### src/rtl/sreg_writer_pkg.sv
package sreg_writer_pkg;

    typedef enum logic [2:0] {
        ST_IDLE   = 3'd0,
        ST_LEAD   = 3'd1,
        ST_LOW    = 3'd2,
        ST_HIGH   = 3'd3,
        ST_GAP    = 3'd4,
        ST_TAIL   = 3'd5,
        ST_FINISH = 3'd6
    } wr_state_t;

    function automatic int max_of5(int a, int b, int c, int d, int e);
        int m;
        m = a;
        if (b > m) m = b;
        if (c > m) m = c;
        if (d > m) m = d;
        if (e > m) m = e;
        return m;
    endfunction

endpackage

### src/rtl/sw_tick_div.sv
module sw_tick_div #(
    parameter int UNIT_CLKS = 8
) (
    input  logic clk,
    input  logic rst_n,
    input  logic restart,
    output logic tick
);
    localparam int CW = (UNIT_CLKS > 1) ? $clog2(UNIT_CLKS) : 1;

    logic [CW-1:0] cnt_q;

    assign tick = (cnt_q == CW'(UNIT_CLKS - 1));

    always_ff @(posedge clk or negedge rst_n) begin
        if (!rst_n) begin
            cnt_q <= '0;
        end else if (restart || tick) begin
            cnt_q <= '0;
        end else begin
            cnt_q <= cnt_q + 1'b1;
        end
    end
endmodule

### src/rtl/sw_unit_count.sv
module sw_unit_count #(
    parameter int MAX_UNITS = 10,
    localparam int UW = $clog2(MAX_UNITS + 1)
) (
    input  logic          clk,
    input  logic          rst_n,
    input  logic          restart,
    input  logic          tick,
    input  logic [UW-1:0] units,
    output logic          expire
);
    logic [UW-1:0] cnt_q;

    assign expire = tick && (cnt_q == units - UW'(1));

    always_ff @(posedge clk or negedge rst_n) begin
        if (!rst_n) begin
            cnt_q <= '0;
        end else if (restart) begin
            cnt_q <= '0;
        end else if (tick) begin
            cnt_q <= cnt_q + 1'b1;
        end
    end
endmodule

### src/rtl/sw_frame_shift.sv
module sw_frame_shift #(
    parameter int FRAME_BITS = 24
) (
    input  logic                  clk,
    input  logic                  rst_n,
    input  logic                  load,
    input  logic [FRAME_BITS-1:0] load_word,
    input  logic                  shift,
    output logic                  msb,
    output logic                  last
);
    localparam int BW = $clog2(FRAME_BITS);

    logic [FRAME_BITS-1:0] sh_q;
    logic [BW-1:0]         bit_q;

    assign msb  = sh_q[FRAME_BITS-1];
    assign last = (bit_q == BW'(FRAME_BITS - 1));

    always_ff @(posedge clk or negedge rst_n) begin
        if (!rst_n) begin
            sh_q  <= '1;
            bit_q <= '0;
        end else if (load) begin
            sh_q  <= load_word;
            bit_q <= '0;
        end else if (shift) begin
            sh_q  <= {sh_q[FRAME_BITS-2:0], 1'b1};
            bit_q <= bit_q + 1'b1;
        end
    end
endmodule

### src/rtl/sreg_writer.sv
module sreg_writer
    import sreg_writer_pkg::*;
#(
    parameter int         UNIT_CLKS   = 8,
    parameter int         LEAD_UNITS  = 10,
    parameter int         LOW_UNITS   = 1,
    parameter int         HIGH_UNITS  = 1,
    parameter int         GAP_UNITS   = 3,
    parameter int         TAIL_UNITS  = 1,
    parameter int         PREFIX_W    = 8,
    parameter int         WORD_W      = 16,
    parameter logic [7:0] IDX_PREFIX  = 8'h70,
    parameter logic [7:0] DATA_PREFIX = 8'h72
) (
    input  logic              clk,
    input  logic              rst_n,
    input  logic              req_valid,
    output logic              req_ready,
    input  logic              req_index_only,
    input  logic [WORD_W-1:0] req_index,
    input  logic [WORD_W-1:0] req_value,
    output logic              done,
    output logic              cs_n,
    output logic              sclk,
    output logic              sdo
);
    localparam int FRAME_BITS = PREFIX_W + WORD_W;
    localparam int MAXU = max_of5(LEAD_UNITS, LOW_UNITS, HIGH_UNITS, GAP_UNITS, TAIL_UNITS);
    localparam int UW   = $clog2(MAXU + 1);

    wr_state_t state_q, state_d;

    logic                  tick, expire, restart;
    logic [UW-1:0]         units;
    logic                  ld, shift, msb, last;
    logic [FRAME_BITS-1:0] ld_word;
    logic [WORD_W-1:0]     val_q;
    logic                  idx_only_q, second_q;
    logic                  accept;

    assign accept  = (state_q == ST_IDLE) && req_valid;
    assign restart = (state_d != state_q);

    sw_tick_div #(.UNIT_CLKS(UNIT_CLKS)) u_tick (
        .clk     (clk),
        .rst_n   (rst_n),
        .restart (restart),
        .tick    (tick)
    );

    sw_unit_count #(.MAX_UNITS(MAXU)) u_units (
        .clk     (clk),
        .rst_n   (rst_n),
        .restart (restart),
        .tick    (tick),
        .units   (units),
        .expire  (expire)
    );

    sw_frame_shift #(.FRAME_BITS(FRAME_BITS)) u_shift (
        .clk       (clk),
        .rst_n     (rst_n),
        .load      (ld),
        .load_word (ld_word),
        .shift     (shift),
        .msb       (msb),
        .last      (last)
    );

    // Duration of the current state in units
    always_comb begin
        unique case (state_q)
            ST_LEAD: units = UW'(LEAD_UNITS);
            ST_LOW:  units = UW'(LOW_UNITS);
            ST_HIGH: units = UW'(HIGH_UNITS);
            ST_GAP:  units = UW'(GAP_UNITS);
            ST_TAIL: units = UW'(TAIL_UNITS);
            default: units = UW'(1);
        endcase
    end

    // Next state and datapath control
    always_comb begin
        state_d = state_q;
        ld      = 1'b0;
        shift   = 1'b0;
        ld_word = {IDX_PREFIX[PREFIX_W-1:0], req_index};
        unique case (state_q)
            ST_IDLE: begin
                if (req_valid) begin
                    ld      = 1'b1;
                    state_d = ST_LEAD;
                end
            end
            ST_LEAD: if (expire) state_d = ST_LOW;
            ST_LOW:  if (expire) state_d = ST_HIGH;
            ST_HIGH: if (expire) state_d = ST_GAP;
            ST_GAP: begin
                if (expire) begin
                    if (last) begin
                        state_d = ST_TAIL;
                    end else begin
                        shift   = 1'b1;
                        state_d = ST_LOW;
                    end
                end
            end
            ST_TAIL: begin
                if (expire) begin
                    if (!second_q && !idx_only_q) begin
                        ld      = 1'b1;
                        ld_word = {DATA_PREFIX[PREFIX_W-1:0], val_q};
                        state_d = ST_LEAD;
                    end else begin
                        state_d = ST_FINISH;
                    end
                end
            end
            ST_FINISH: state_d = ST_IDLE;
            default:   state_d = ST_IDLE;
        endcase
    end

    // State register and request context
    always_ff @(posedge clk or negedge rst_n) begin
        if (!rst_n) begin
            state_q    <= ST_IDLE;
            val_q      <= '0;
            idx_only_q <= 1'b0;
            second_q   <= 1'b0;
        end else begin
            state_q <= state_d;
            if (accept) begin
                val_q      <= req_value;
                idx_only_q <= req_index_only;
                second_q   <= 1'b0;
            end else if (state_q == ST_TAIL && state_d == ST_LEAD) begin
                second_q <= 1'b1;
            end
        end
    end

    // Outputs decoded from the state register
    always_comb begin
        cs_n      = 1'b1;
        sclk      = 1'b1;
        sdo       = 1'b1;
        req_ready = 1'b0;
        done      = 1'b0;
        unique case (state_q)
            ST_IDLE:   req_ready = 1'b1;
            ST_LEAD:   cs_n = 1'b0;
            ST_LOW: begin
                cs_n = 1'b0;
                sclk = 1'b0;
                sdo  = msb;
            end
            ST_HIGH: begin
                cs_n = 1'b0;
                sdo  = msb;
            end
            ST_GAP:    cs_n = 1'b0;
            ST_TAIL:   cs_n = 1'b1;
            ST_FINISH: done = 1'b1;
            default:   req_ready = 1'b0;
        endcase
    end
endmodule

### config.mk
export PLATFORM = sky130hd
export DESIGN_NAME = sreg_writer
export DESIGN_NICKNAME = d
export VERILOG_FILES = /design/src/rtl/sreg_writer_pkg.sv /design/src/rtl/sw_tick_div.sv /design/src/rtl/sw_unit_count.sv /design/src/rtl/sw_frame_shift.sv /design/src/rtl/sreg_writer.sv
export SDC_FILE = /design/constraint.sdc
export NUM_CORES = 1
export LEC_CHECK = 0
export BUFFER_PORTS_ARGS = -buffer_cell sky130_fd_sc_hd__buf_2
export CAP_MARGIN = 20
export CORE_MARGIN = 4
export CORE_UTILIZATION = 45
export CTS_CLUSTER_DIAMETER = 30
export DETAILED_ROUTE_END_ITERATION = 10
export HOLD_SLACK_MARGIN = 0.12
export PLACE_DENSITY_LB_ADDON = 0.1
export SLEW_MARGIN = 10
export SYNTH_ARGS = -nofsm -noshare
export SYNTH_HDL_FRONTEND = slang
export SYNTH_SLANG_ARGS = --single-unit
### constraint.sdc
create_clock -name clk -period 7.3 [get_ports clk]
set_clock_uncertainty 0.1 [all_clocks]
set_input_delay 1.825 -clock clk [delete_from_list [all_inputs] [get_ports clk]]
set_output_delay 1.825 -clock clk [all_outputs]
set_load 0.01 [all_outputs]
==> flow_summary.ini <==
[run_status]
run_status = finished, final reports clean

[critical_path]
crit_chain = inv_1 -> or3_1 -> buf_2
maximum_fanout_along_the_worst_path = 20
critical_path_required_ns = 5.38
critPathKind = reg -> out
regToRegEndpoint = u_shift.sh_q[10]
worst_setup_path_endpoint = sdo
cp_num_buf_inv = 2
worst_r2r_startpoint = u_tick.cnt_q[0]
reg2reg_setup_slack_ns = 4.26
timing.critical_path.max_delay_family = flip-flops
critPathMaxStageDelay_ns = 0.72
r2r_cells = 6
critical_path_arrival_ns = 1.83
capturing_element_type_of_the_critical_path = output pin
critical_path.slowest_cell = dfrtp_1
startpoint_type = flop
worst_setup_path_startpoint = state_q[1]
critical_path_cell_count = 3

[logic_synthesis]
post_synth_instance_area_um2 = 2990
postSynthNetCount = 362
synthArstFlopShare_pct = 100
synthesis.area_per_instance_um2 = 9.28
post_synthesis_cell_count = 322
synth_cell_type_count = 52
ys_seq_elements = 57
share_of_the_synthesized_area_in_the_top_cell_type_pct = 27.6
post_synth_most_frequent_cells = nand2_1, dfrtp_1, dfstp_2
synth_sequential_area_ratio_pct = 48.8
yosys.area.top_type = dfrtp_1
ys_warn_count = 0
yosys-top-cells-area = dfrtp_1, dfstp_2, nand2_1
synth_enable_flop_cells = 0
synth_top_flop_cell = dfrtp_1
post-synth-top-count-cell = nand2_1

[route]
routedWlPerCell_um = 15.1
drc_errors = 0
via_per_inst = 5.73
antenna_violating_nets_post_route = 0
route.vias.total = 2492
wirelength_routed_mm = 6.59
drt_pre_antenna_iters = 4
detail_route.iter0.violations = 146

[global_route]
grt_pass1_wl_mm = 11.3
first_global_vias = 2383
use_met3_pct = 3.96
total_global_routing_track_utilization_pct = 18.3
grt_use_met1_pct = 25.3
grt_use_met2_pct = 27.7
grt_peak_use_layer = met2
antenna_found_initial = 0
pin_count_of_the_biggest_net_entering_global_routing = 58
global_route.overflow_total = 0

[power_and_ir_drop]
irDropWorstVdd_mv = 0.103
power.static_leakage_nw = 1.52
power.density_nw_per_um2 = 193

[sta]
maxSlewHeadroom_pct = 41.3
grt_setup_unrepaired = no
layout_min_cycle_time_ns = 3.75
hold_viol_final = 0
maxClockFrequency_mhz = 267
setup-violations-final = 0
finalSetupTns_ns = 0
min_period_over_period_pct = 51.4
report.final.slew_viol_count = 0
tightest_slew_ns = 0.877
layout_setup_ws_ns = 3.55

[cts]
cts_num_sinks = 57
tritoncts = built
ctsRootBufferMaster = clkbuf_8
number_of_gates_resized_after_cts = 0
clock_tree.buffer_depth = 2
cts_setup_buffers = 0
cts_buffers = 9
htree_levels = 3
worst_skew_pair.late_latency_ns = 0.32
cts_hold_repair.buffers = 0
cts.clk_slew.worst_paths_ns = 0.06

[placement]
dp_hpwl_mm = 4.29
placedInstanceArea_um2 = 3170
gpl.final_weighted_congestion = 0.884
io_buffers = 40
preCtsSetupSlack_ns = 3.92

[floorplan]
die_height_um = 89.5
ios = 41
fp.dieArea_um2 = 8000
placeableCoreArea_um2 = 6390
start_util_pct = 46.8
std_cell_rows = 29
chipWidth_um = 89.5

[run]
cap_viol_max_count = 0

[finish]
num-fill-cells = 632
diodes = 0
cell_area_after_layout_um2 = 3370
layout.nets = 393
area.growth.synth_to_final_pct = 12.9
drive_above_1_share_pct = 26.5

[min_path]
hold_path.class = reg -> reg
-- area by class of cell --
cell class | instances | area (µm²) | share of cell area [%]
sequential | 57 | 1460 | 43.2
multi-input combinational | 238 | 1390 | 41.1
timing repair buffer | 42 | 215 | 6.38
clock buffer | 13 | 159 | 4.71
tap | 77 | 96.3 | 2.86
clock inverter | 3 | 40.0 | 1.19
inverter | 5 | 18.8 | 0.557
-- state kept, by name (all words and copies together), names as in the netlist --
register / count
u_shift.sh_q: 24
val_q: 16
u_shift.bit_q: 5
u_units.cnt_q: 4
state_q: 3
u_tick.cnt_q: 3
idx_only_q: 1
second_q: 1
-- layout by cell type (no fill, tap or decap), types with 8 or more instances in the layout --
| cell type | netlist | routed |
|---|---|---|
| clkbuf_8 | 0 | 11 |
| nor2_1 | 16 | 16 |
| dfstp_2 | 24 | 24 |
| a21oi_1 | 10 | 10 |
| nor3_1 | 9 | 8 |
| nand3_1 | 10 | 10 |
| a2bb2oi_1 | 11 | 11 |
| nand2_1 | 88 | 88 |
| a22oi_1 | 10 | 10 |
| dfrtp_1 | 33 | 33 |
| buf_2 | 5 | 40 |
-- worst min path at each step --
stage / startpoint / end / slack (ns) / cells past startpoint
2_1_floorplan: u_tick.cnt_q[0] / u_tick.cnt_q[0] / 0.32 / 1
3_3_place_gp: u_tick.cnt_q[0] / u_tick.cnt_q[0] / 0.34 / 1
6_report: u_tick.cnt_q[0] / u_tick.cnt_q[0] / 0.34 / 1
4_1_cts: u_tick.cnt_q[0] / u_tick.cnt_q[0] / 0.34 / 1
3_5_place_dp: u_tick.cnt_q[0] / u_tick.cnt_q[0] / 0.34 / 1
5_1_grt: u_tick.cnt_q[0] / u_tick.cnt_q[0] / 0.35 / 1
-- routing by layer --
layer | vias up | wire length [µm]
li1 | 1195 | -
met1 | 1208 | 3030
met2 | 74 | 3040
met4 | 0 | 148
met3 | 15 | 369
met5 | - | 0
-- power by group --
part	switching (mW)	internal (mW)
combinational	0.0129	0.0119
sequential	0.00437	0.326
clock	0.121	0.175
-- kinds of logic (layout without fill, tap and decap cells) --
group / Yosys count / count (layout) / share of synthesized area (%)
buf+inv: 27 / 63 / 4.98
fa+ha+maj: 4 / 4 / 1.68
flops: 57 / 57 / 48.8
xor+xnor: 10 / 10 / 2.93
mux: 3 / 3 / 1.01
simple gates: 153 / 153 / 24.3
compound gates: 68 / 68 / 16.3
-- metrics by stage --
stage / utilization [%] / power (mW) / hold WS [ns] / std cells
global placement: 49.7 / 0.361 / 0.335 / 419
detailed placement: 49.7 / 0.362 / 0.336 / 419
floorplan: - / 0.343 / 0.318 / 322
CTS: 52.8 / 0.661 / 0.344 / 435
finish: 52.8 / 0.652 / 0.339 / 435
global route: 52.8 / 0.682 / 0.350 / 435
Power figures use the tool's default switching activity.
